`src/rtl/icache_pkg.sv`:
```
package icache_pkg;

   typedef enum logic [2:0] {
      ST_IDLE,
      ST_DM_REQ,
      ST_DM_WAIT,
      ST_PF_REQ,
      ST_PF_WAIT,
      ST_RECHECK
   } ic_state_e;

endpackage

```
`src/rtl/icache_tags.sv`:
```
module icache_tags #(
   parameter int NUM_SETS = 4,
   parameter int NUM_WAYS = 2,
   parameter int LADDR_W  = 10,
   localparam int SET_W   = $clog2(NUM_SETS),
   localparam int TAG_W   = LADDR_W - SET_W
) (
   input  logic               clk,
   input  logic               rst_n,
   input  logic               flush,
   input  logic [LADDR_W-1:0] a_line,
   output logic               a_hit,
   output logic               a_way,
   input  logic               touch_en,
   input  logic [LADDR_W-1:0] b_line,
   output logic               b_hit,
   input  logic               fill_en,
   input  logic [LADDR_W-1:0] fill_line,
   output logic               fill_way
);

   logic [NUM_SETS-1:0][NUM_WAYS-1:0] valid_q;
   logic [TAG_W-1:0]                  tag_q [NUM_SETS][NUM_WAYS];
   logic [NUM_SETS-1:0]               lru_q;

   logic [SET_W-1:0] a_set, b_set, f_set;
   logic [TAG_W-1:0] a_tag, b_tag, f_tag;
   logic [NUM_WAYS-1:0] a_match, b_match;

   assign a_set = a_line[SET_W-1:0];
   assign a_tag = a_line[LADDR_W-1:SET_W];
   assign b_set = b_line[SET_W-1:0];
   assign b_tag = b_line[LADDR_W-1:SET_W];
   assign f_set = fill_line[SET_W-1:0];
   assign f_tag = fill_line[LADDR_W-1:SET_W];

   generate
      for (genvar w = 0; w < NUM_WAYS; w++) begin : g_way
         assign a_match[w] = valid_q[a_set][w] && (tag_q[a_set][w] == a_tag);
         assign b_match[w] = valid_q[b_set][w] && (tag_q[b_set][w] == b_tag);
      end
   endgenerate

   assign a_hit = |a_match;
   assign a_way = a_match[1];
   assign b_hit = |b_match;

   // victim: first invalid way, else the way the set bit points at
   always_comb begin
      if (!valid_q[f_set][0])      fill_way = 1'b0;
      else if (!valid_q[f_set][1]) fill_way = 1'b1;
      else                         fill_way = lru_q[f_set];
   end

   always_ff @(posedge clk) begin
      if (!rst_n) begin
         valid_q <= '0;
         lru_q   <= '0;
      end else begin
         if (flush) begin
            valid_q <= '0;
            lru_q   <= '0;
         end
         if (touch_en) lru_q[a_set] <= ~a_way;
         if (fill_en) begin
            valid_q[f_set][fill_way] <= 1'b1;
            lru_q[f_set]             <= ~fill_way;
         end
      end
   end

   always_ff @(posedge clk) begin
      if (fill_en) tag_q[f_set][fill_way] <= f_tag;
   end

   // a looked-up line matches at most one way
   p_single_way_r10: assert property (@(posedge clk) disable iff (!rst_n)
      $onehot0(a_match) && $onehot0(b_match))
      else $error("line resident in two ways");

   // flush without a fill leaves nothing valid
   p_flush_clears_r8: assert property (@(posedge clk) disable iff (!rst_n)
      (flush && !fill_en) |=> (valid_q == '0))
      else $error("valid bit survived flush");

   // a hit makes the other way the next victim
   p_touch_lru_r7: assert property (@(posedge clk) disable iff (!rst_n)
      (touch_en && !fill_en) |=> (lru_q[$past(a_set)] == ~$past(a_way)))
      else $error("replacement bit not updated on hit");

endmodule

```
`src/rtl/icache_data.sv`:
```
module icache_data #(
   parameter int NUM_SETS = 4,
   parameter int NUM_WAYS = 2,
   parameter int LINE_W   = 512,
   localparam int SET_W   = $clog2(NUM_SETS),
   localparam int HALF_W  = LINE_W / 2
) (
   input  logic              clk,
   input  logic              wr_en,
   input  logic [SET_W-1:0]  wr_set,
   input  logic              wr_way,
   input  logic [LINE_W-1:0] wr_data,
   input  logic [SET_W-1:0]  rd_set,
   input  logic              rd_way,
   input  logic              rd_half,
   output logic [HALF_W-1:0] rd_data
);

   logic [LINE_W-1:0] line_q [NUM_SETS][NUM_WAYS];
   logic [LINE_W-1:0] line_sel;

   always_ff @(posedge clk) begin
      if (wr_en) line_q[wr_set][wr_way] <= wr_data;
   end

   assign line_sel = line_q[rd_set][rd_way];
   assign rd_data  = rd_half ? line_sel[LINE_W-1:HALF_W] : line_sel[HALF_W-1:0];

endmodule

```
`src/rtl/icache_ctrl.sv`:
```
module icache_ctrl
   import icache_pkg::*;
#(
   parameter int LADDR_W  = 10,
   localparam int HADDR_W = LADDR_W + 1
) (
   input  logic               clk,
   input  logic               rst_n,
   input  logic               fetch_req,
   input  logic [HADDR_W-1:0] fetch_haddr,
   output logic               fetch_ready,
   output logic [LADDR_W-1:0] look_line,
   output logic               look_half,
   input  logic               look_hit,
   output logic               touch_en,
   output logic [LADDR_W-1:0] next_line,
   input  logic               next_hit,
   output logic               fill_en,
   output logic [LADDR_W-1:0] fill_line,
   output logic               rsp_from_fill,
   output logic               fill_half,
   output logic               mem_req,
   output logic [LADDR_W-1:0] mem_line,
   input  logic               mem_gnt,
   input  logic               mem_rvalid
);

   ic_state_e          st_q, st_d;
   logic [HADDR_W-1:0] pend_q, pend_d;
   logic [LADDR_W-1:0] pf_q, pf_d;
   logic               pm_q, pm_d;

   logic [LADDR_W-1:0] pend_line;
   logic [HADDR_W-1:0] look_h;
   logic in_pf, accept, miss_acc, last_line, dm_fill, pf_fill;

   assign pend_line   = pend_q[HADDR_W-1:1];
   assign in_pf       = (st_q == ST_PF_REQ) || (st_q == ST_PF_WAIT);
   assign fetch_ready = (st_q == ST_IDLE) || (in_pf && !pm_q);
   assign accept      = fetch_req && fetch_ready;

   assign look_h    = (st_q == ST_RECHECK) ? pend_q : fetch_haddr;
   assign look_line = look_h[HADDR_W-1:1];
   assign look_half = look_h[0];
   assign touch_en  = (accept || (st_q == ST_RECHECK)) && look_hit;
   assign miss_acc  = accept && !look_hit;

   assign next_line = pend_line + {{(LADDR_W-1){1'b0}}, 1'b1};
   assign last_line = &pend_line;

   assign mem_req  = (st_q == ST_DM_REQ) || (st_q == ST_PF_REQ);
   assign mem_line = (st_q == ST_PF_REQ) ? pf_q : pend_line;

   assign dm_fill       = mem_rvalid && (st_q == ST_DM_WAIT);
   assign pf_fill       = mem_rvalid && (st_q == ST_PF_WAIT);
   assign fill_en       = dm_fill || pf_fill;
   assign fill_line     = pf_fill ? pf_q : pend_line;
   assign rsp_from_fill = dm_fill;
   assign fill_half     = pend_q[0];

   always_comb begin
      st_d   = st_q;
      pend_d = pend_q;
      pf_d   = pf_q;
      pm_d   = pm_q;
      case (st_q)
         ST_IDLE: begin
            if (miss_acc) begin
               pend_d = fetch_haddr;
               st_d   = ST_DM_REQ;
            end
         end
         ST_DM_REQ: begin
            if (mem_gnt) st_d = ST_DM_WAIT;
         end
         ST_DM_WAIT: begin
            if (mem_rvalid) begin
               if (last_line || next_hit) begin
                  st_d = ST_IDLE;
               end else begin
                  pf_d = next_line;
                  st_d = ST_PF_REQ;
               end
            end
         end
         ST_PF_REQ, ST_PF_WAIT: begin
            if (miss_acc) begin
               pend_d = fetch_haddr;
               pm_d   = 1'b1;
            end
            if ((st_q == ST_PF_REQ) && mem_gnt) st_d = ST_PF_WAIT;
            if (pf_fill) begin
               pm_d = 1'b0;
               st_d = (pm_q || miss_acc) ? ST_RECHECK : ST_IDLE;
            end
         end
         ST_RECHECK: begin
            st_d = look_hit ? ST_IDLE : ST_DM_REQ;
         end
         default: st_d = ST_IDLE;
      endcase
   end

   always_ff @(posedge clk) begin
      if (!rst_n) begin
         st_q   <= ST_IDLE;
         pend_q <= '0;
         pf_q   <= '0;
         pm_q   <= 1'b0;
      end else begin
         st_q   <= st_d;
         pend_q <= pend_d;
         pf_q   <= pf_d;
         pm_q   <= pm_d;
      end
   end

   // an ungranted request holds its line
   p_req_hold_r9: assert property (@(posedge clk) disable iff (!rst_n)
      (mem_req && !mem_gnt) |=> (mem_req && $stable(mem_line)))
      else $error("fill request dropped or changed before grant");

   // the top line of the address space never triggers a prefetch
   p_top_no_pf_r5: assert property (@(posedge clk) disable iff (!rst_n)
      (dm_fill && last_line) |=> (st_q == ST_IDLE))
      else $error("prefetch past top of address space");

   // a demand miss closes the fetch port
   p_miss_stalls_r3: assert property (@(posedge clk) disable iff (!rst_n)
      (miss_acc && (st_q == ST_IDLE)) |=> !fetch_ready)
      else $error("fetch port open during demand miss");

   // a needed prefetch is requested and the port reopens
   p_pf_opens_r6: assert property (@(posedge clk) disable iff (!rst_n)
      (dm_fill && !last_line && !next_hit) |=> (fetch_ready && mem_req))
      else $error("prefetch not issued or port still closed");

endmodule

```
`src/rtl/icache_nlp.sv`:
```
module icache_nlp #(
   parameter int ADDR_W     = 16,
   parameter int LINE_BYTES = 64,
   parameter int NUM_SETS   = 4,
   parameter int NUM_WAYS   = 2,
   localparam int OFF_W     = $clog2(LINE_BYTES),
   localparam int SET_W     = $clog2(NUM_SETS),
   localparam int LADDR_W   = ADDR_W - OFF_W,
   localparam int HADDR_W   = LADDR_W + 1,
   localparam int LINE_W    = LINE_BYTES * 8,
   localparam int HALF_W    = LINE_W / 2
) (
   input  logic               clk,
   input  logic               rst_n,
   input  logic               flush,
   input  logic               fetch_req,
   input  logic [HADDR_W-1:0] fetch_haddr,
   output logic               fetch_ready,
   output logic               rsp_valid,
   output logic [HALF_W-1:0]  rsp_data,
   output logic               mem_req,
   output logic [LADDR_W-1:0] mem_line,
   input  logic               mem_gnt,
   input  logic               mem_rvalid,
   input  logic [LINE_W-1:0]  mem_rdata
);

   generate
      if (NUM_WAYS != 2) begin : g_bad_ways
         $error("icache_nlp: one replacement bit per set needs NUM_WAYS == 2");
      end
      if (NUM_SETS < 2 || (NUM_SETS & (NUM_SETS - 1)) != 0) begin : g_bad_sets
         $error("icache_nlp: NUM_SETS must be a power of two, at least 2");
      end
      if (LINE_BYTES < 2 || (LINE_BYTES & (LINE_BYTES - 1)) != 0) begin : g_bad_line
         $error("icache_nlp: LINE_BYTES must be a power of two, at least 2");
      end
      if (ADDR_W <= OFF_W + SET_W) begin : g_bad_addr
         $error("icache_nlp: ADDR_W leaves no tag bits");
      end
   endgenerate

   logic [LADDR_W-1:0] look_line, next_line, fill_line;
   logic look_half, look_hit, look_way, touch_en;
   logic next_hit, fill_en, fill_way, rsp_from_fill, fill_half;
   logic [HALF_W-1:0] rd_data, fill_sel;

   icache_ctrl #(.LADDR_W(LADDR_W)) u_ctrl (
      .clk          (clk),
      .rst_n        (rst_n),
      .fetch_req    (fetch_req),
      .fetch_haddr  (fetch_haddr),
      .fetch_ready  (fetch_ready),
      .look_line    (look_line),
      .look_half    (look_half),
      .look_hit     (look_hit),
      .touch_en     (touch_en),
      .next_line    (next_line),
      .next_hit     (next_hit),
      .fill_en      (fill_en),
      .fill_line    (fill_line),
      .rsp_from_fill(rsp_from_fill),
      .fill_half    (fill_half),
      .mem_req      (mem_req),
      .mem_line     (mem_line),
      .mem_gnt      (mem_gnt),
      .mem_rvalid   (mem_rvalid)
   );

   icache_tags #(
      .NUM_SETS(NUM_SETS),
      .NUM_WAYS(NUM_WAYS),
      .LADDR_W (LADDR_W)
   ) u_tags (
      .clk      (clk),
      .rst_n    (rst_n),
      .flush    (flush),
      .a_line   (look_line),
      .a_hit    (look_hit),
      .a_way    (look_way),
      .touch_en (touch_en),
      .b_line   (next_line),
      .b_hit    (next_hit),
      .fill_en  (fill_en),
      .fill_line(fill_line),
      .fill_way (fill_way)
   );

   icache_data #(
      .NUM_SETS(NUM_SETS),
      .NUM_WAYS(NUM_WAYS),
      .LINE_W  (LINE_W)
   ) u_data (
      .clk    (clk),
      .wr_en  (fill_en),
      .wr_set (fill_line[SET_W-1:0]),
      .wr_way (fill_way),
      .wr_data(mem_rdata),
      .rd_set (look_line[SET_W-1:0]),
      .rd_way (look_way),
      .rd_half(look_half),
      .rd_data(rd_data)
   );

   assign fill_sel = fill_half ? mem_rdata[LINE_W-1:HALF_W] : mem_rdata[HALF_W-1:0];

   always_ff @(posedge clk) begin
      if (!rst_n) begin
         rsp_valid <= 1'b0;
         rsp_data  <= '0;
      end else begin
         rsp_valid <= touch_en || rsp_from_fill;
         if (rsp_from_fill)  rsp_data <= fill_sel;
         else if (touch_en)  rsp_data <= rd_data;
      end
   end

   // an accepted hit is answered on the next cycle
   p_hit_answer_r2: assert property (@(posedge clk) disable iff (!rst_n)
      (fetch_req && fetch_ready && look_hit) |=> rsp_valid)
      else $error("hit not answered in one cycle");

endmodule

```
`config.mk`:
```
export PLATFORM = sky130hd
export DESIGN_NAME = icache_nlp
export DESIGN_NICKNAME = d
export VERILOG_FILES = /design/src/rtl/icache_pkg.sv /design/src/rtl/icache_tags.sv /design/src/rtl/icache_data.sv /design/src/rtl/icache_ctrl.sv /design/src/rtl/icache_nlp.sv
export SDC_FILE = /design/constraint.sdc
export NUM_CORES = 2
export LEC_CHECK = 0
export BUFFER_PORTS_ARGS = -buffer_cell sky130_fd_sc_hd__buf_2
export CORE_UTILIZATION = 45
export DETAILED_ROUTE_END_ITERATION = 8
export GPL_TIMING_DRIVEN = 0
export PLACE_DENSITY = 0.61
export SYNTH_ARGS = -nofsm -noshare
export SYNTH_HDL_FRONTEND = slang
export SYNTH_MEMORY_MAX_BITS = 65536
export SYNTH_SLANG_ARGS = --single-unit
```
`constraint.sdc`:
```
create_clock -name clk -period 26.5 [get_ports clk]
set_input_delay 1.325 -clock clk [delete_from_list [all_inputs] [get_ports clk]]
set_output_delay 1.325 -clock clk [all_outputs]
set_load 0.03 [all_outputs]
```
==> flow_summary.toml <==
[logic_synthesis]
synth_top_area_share_pct = 69.7
synth-xor-area-share_pct = 0.258
synth.largest_area_cell = "sky130_fd_sc_hd__edfxtp_1"
ys_async_sr_fraction_pct = 0
yosys_warnings = 0
syn_area_sq_um = 179000
synth_top_family_by_area = "simple AND/OR/NAND/NOR gates"
synth_compound_area_share_pct = 7.13
post-synth-top-count-cell = "sky130_fd_sc_hd__edfxtp_1"
synth.avg_cell_area_sq_um = 13.1
synthSimpleGateAreaFrac_pct = 13.9
synth.top_cells.by_count = "sky130_fd_sc_hd__edfxtp_1 (4160), sky130_fd_sc_hd__nand2_1 (4149), sky130_fd_sc_hd__nand3_1 (1060)"
yosysSeqAreaShare_pct = 73.0
syn_inst = 13700
yosys-mux-area-fraction_pct = 3.40
synth_adder_area_share_pct = 0.00698
synth_enable_flop_cells = 4160
synth.ff_latch_count = 4454
synth_flop_cell = "sky130_fd_sc_hd__edfxtp_1"
netlist-cell-type-count = 73
post_synth_main_area_contributors = "sky130_fd_sc_hd__edfxtp_1 (70%), sky130_fd_sc_hd__nand2_1 (8.7%), sky130_fd_sc_hd__dfxtp_1 (3.3%)"
postSynthNetCount = 14200

[setup_path]
critical_path_arrival_ps = 7890
end_kind = "flip-flop"
cp.required_ps = 27150
worstPathMaxFanout = 28
startpoint_class = "flip-flop"
worst_setup_path_category = "reg2reg"

[global_routing]
grt_antenna_before_repair = 209
first_global_vias = 116000
grt_max_degree = 101
grt.total_usage_pct = 29.8
grt_pass1_wl_um = 857000
remaining_global_route_overflow = 0

[final_layout]
drive_gt1_share_pct = 12.3
design_area_sq_um = 209000
synthToLayoutAreaGrowth_pct = 16.6
design.final.nets = 15600
final-instance-count-excl-fill = 20900

[route]
drc = 0
dr.first_iter.drc_count = 15000
via_total_after_detailed_routing = 124000
drt_first_pass_iters = 6
ant_nets = 0
avgRoutedWirePerCell_um = 29.4
totalWireLength_um = 614000
route.detailed.vias_per_inst = 5.92

[status]
failed_checks = "capacitance limit, slew limit"
run_status = "finished with violations"

[timing]
fin_skew_ps = 76.0
hold_slack_ps = 489
finalHoldViolations = 0
fmax_ghz = 0.138
fin_setup_tns_ps = 0
timing_max_transition_violations_final = 11
final_period_minus_worst_setup_slack_ps = 7230
setup_viol_count_final = 0
max_slew_margin_pct = -1.88
max_slew.worst_pin.slew_ps = 1530
worst_slack_ps = 19270
min_period_over_period_pct = 27.3
rsz0062_at_grt = "false"

[placed_design]
numPlacedInstances = 19900
gp_congestion = 0.882
detailedPlacementHpwl_um = 428000
port_buffer_count = 796
dpl_ws_ps = 18960
placement.cell_area_sq_um = 194000

[floorplanning]
coreArea_sq_um = 396000
die-area_sq_um = 401000
floorplan.rows = 231
initial_utilization_pct = 45.2
num_io_pins = 798
die_height_um = 633
dieWidth_um = 633

[clocking]
cts_root_buffer = "sky130_fd_sc_hd__clkbuf_16"
cts_tree = "yes"
clock_tree.htree_level_count = 5
cts-resized-gates = 0
cts.path.max_buffers = 4
cts_num_sinks = 4454
path_clk_slew_ps = 60
worstSkewPairLatency_ps = 1030
post_cts.repair.setup_buffers = 0
cts_buffers = 457
cts-hold-fix-buffers = 0

[pwr]
power.leakage_uw = 0.0724
worst_supply_voltage_drop_on_vdd_mv = 0.0611
powerDensity_nw_per_um2 = 78.3

[flow_run]
timing.max_cap.violations = 1

[min_path]
hp-class = "reg2reg"
-- routing by layer --
metal / up-vias / wire, um / global-route usage (%)
li1: 54100 / - / -
met1: 62100 / 240000 / 39.9
met3: 1130 / 57200 / 5.89
met4: 48 / 33100 / 15.6
met5: - / 359 / 0.326
met2: 6355 / 282000 / 46.4
-- flip-flops by register name (all words and copies together) (netlist names) --
| register | count |
|---|---|
| rsp_valid | 1 |
| u_ctrl.pm_q | 1 |
| u_tags.lru_q | 4 |
| u_tags.tag_q | 64 |
| rsp_data | 256 |
| u_ctrl.st_q | 3 |
| u_ctrl.pend_q | 11 |
| u_tags.valid_q | 8 |
| u_ctrl.pf_q | 10 |
| u_data.line_q | 4096 |
-- where the power goes --
| group | internal [uW] | leakage (uW) | switching (uW) |
|---|---|---|---|
| Combinational | 547 | 0.0253 | 1370 |
| Clock | 3590 | 0.00720 | 2790 |
| Sequential | 7940 | 0.0398 | 117 |
-- worst max-delay path, cell delays in order, from the launching register on --
cell	delay, ps
sky130_fd_sc_hd__dfxtp_1	370
sky130_fd_sc_hd__clkbuf_1	550
sky130_fd_sc_hd__buf_1	720
sky130_fd_sc_hd__buf_2	510
sky130_fd_sc_hd__buf_2	370
sky130_fd_sc_hd__mux2i_1	310
sky130_fd_sc_hd__mux2i_1	190
sky130_fd_sc_hd__mux2i_1	840
sky130_fd_sc_hd__nor2b_4	770
sky130_fd_sc_hd__buf_12	300
sky130_fd_sc_hd__buf_12	240
sky130_fd_sc_hd__buf_12	240
sky130_fd_sc_hd__buf_12	230
sky130_fd_sc_hd__buf_12	200
sky130_fd_sc_hd__buf_16	200
sky130_fd_sc_hd__buf_12	210
sky130_fd_sc_hd__buf_16	200
sky130_fd_sc_hd__buf_12	230
-- cell families (layout without fill, tap and decap cells) --
logic type | Yosys count | in the layout
flip-flops | 4454 | 4454
multiplexers | 580 | 580
buffers and inverters | 1037 | 2877
adder cells (fa/ha/maj) | 1 | 1
other | 0 | 134
AND/OR/NAND/NOR | 5868 | 5868
XOR/XNOR | 45 | 45
AO/OA/AOI/OAI | 1679 | 1679
-- through the flow --
stage | power [uW] | utilization, %
floorplan | 9280 | -
global placement | 10200 | 47.9
detailed placement | 10100 | 48.9
CTS | 16400 | 52.7
global route | 16800 | 52.7
finish | 16400 | 52.7
-- cells in the final DEF (no fill, tap or decap), types with 32 or more instances in the layout --
master                      Yosys  routed
sky130_fd_sc_hd__buf_12         0     144
sky130_fd_sc_hd__clkbuf_16      0     463
sky130_fd_sc_hd__and3_1       548     548
sky130_fd_sc_hd__mux2i_1      546     545
sky130_fd_sc_hd__nand3_1     1060    1060
sky130_fd_sc_hd__a311oi_1     517     517
sky130_fd_sc_hd__buf_16         0      35
sky130_fd_sc_hd__buf_2         32     829
sky130_fd_sc_hd__a31oi_1      519     519
sky130_fd_sc_hd__o211ai_1      32      32
sky130_fd_sc_hd__buf_1         47      46
sky130_fd_sc_hd__clkinv_1       2      90
sky130_fd_sc_hd__clkbuf_1     917     975
sky130_fd_sc_hd__diode_2        0     134
sky130_fd_sc_hd__dfxtp_1      294     294
sky130_fd_sc_hd__o221a_2      105     105
sky130_fd_sc_hd__clkbuf_2       0      69
sky130_fd_sc_hd__o21ai_0       54      54
sky130_fd_sc_hd__nand2_1     4149    4148
sky130_fd_sc_hd__a21oi_1      264     264
sky130_fd_sc_hd__o221a_1      120     120
sky130_fd_sc_hd__clkinv_2       0      82
sky130_fd_sc_hd__edfxtp_1    4160    4160
-- final timing paths --
check	startpoint	endpoint	slack (ps)	cells after the start
worst max-delay path	u_ctrl.pend_q[1]	u_data.line_q[0][529]	19270	17
worst min-delay path	u_ctrl.pf_q[4]	u_ctrl.pf_q[4]	490	2
worst max register to register	u_ctrl.pend_q[1]	u_data.line_q[0][529]	19270	17
worst min register to register	u_ctrl.pf_q[4]	u_ctrl.pf_q[4]	490	2
-- layout make-up --
type / count / area [sq um]
plain buffers: 1023 / 4070
inverters: 14 / 67.6
flip-flops and latches: 4454 / 131000
repair buffers: 978 / 7870
well taps: 5242 / 6560
multi-input cells: 8173 / 44400
fillers: 33100 / 187000
diodes: 134 / 335
clock inverters: 249 / 2410
clock buffers: 613 / 12400
No activity file was read; power rests on OpenSTA's default activity.
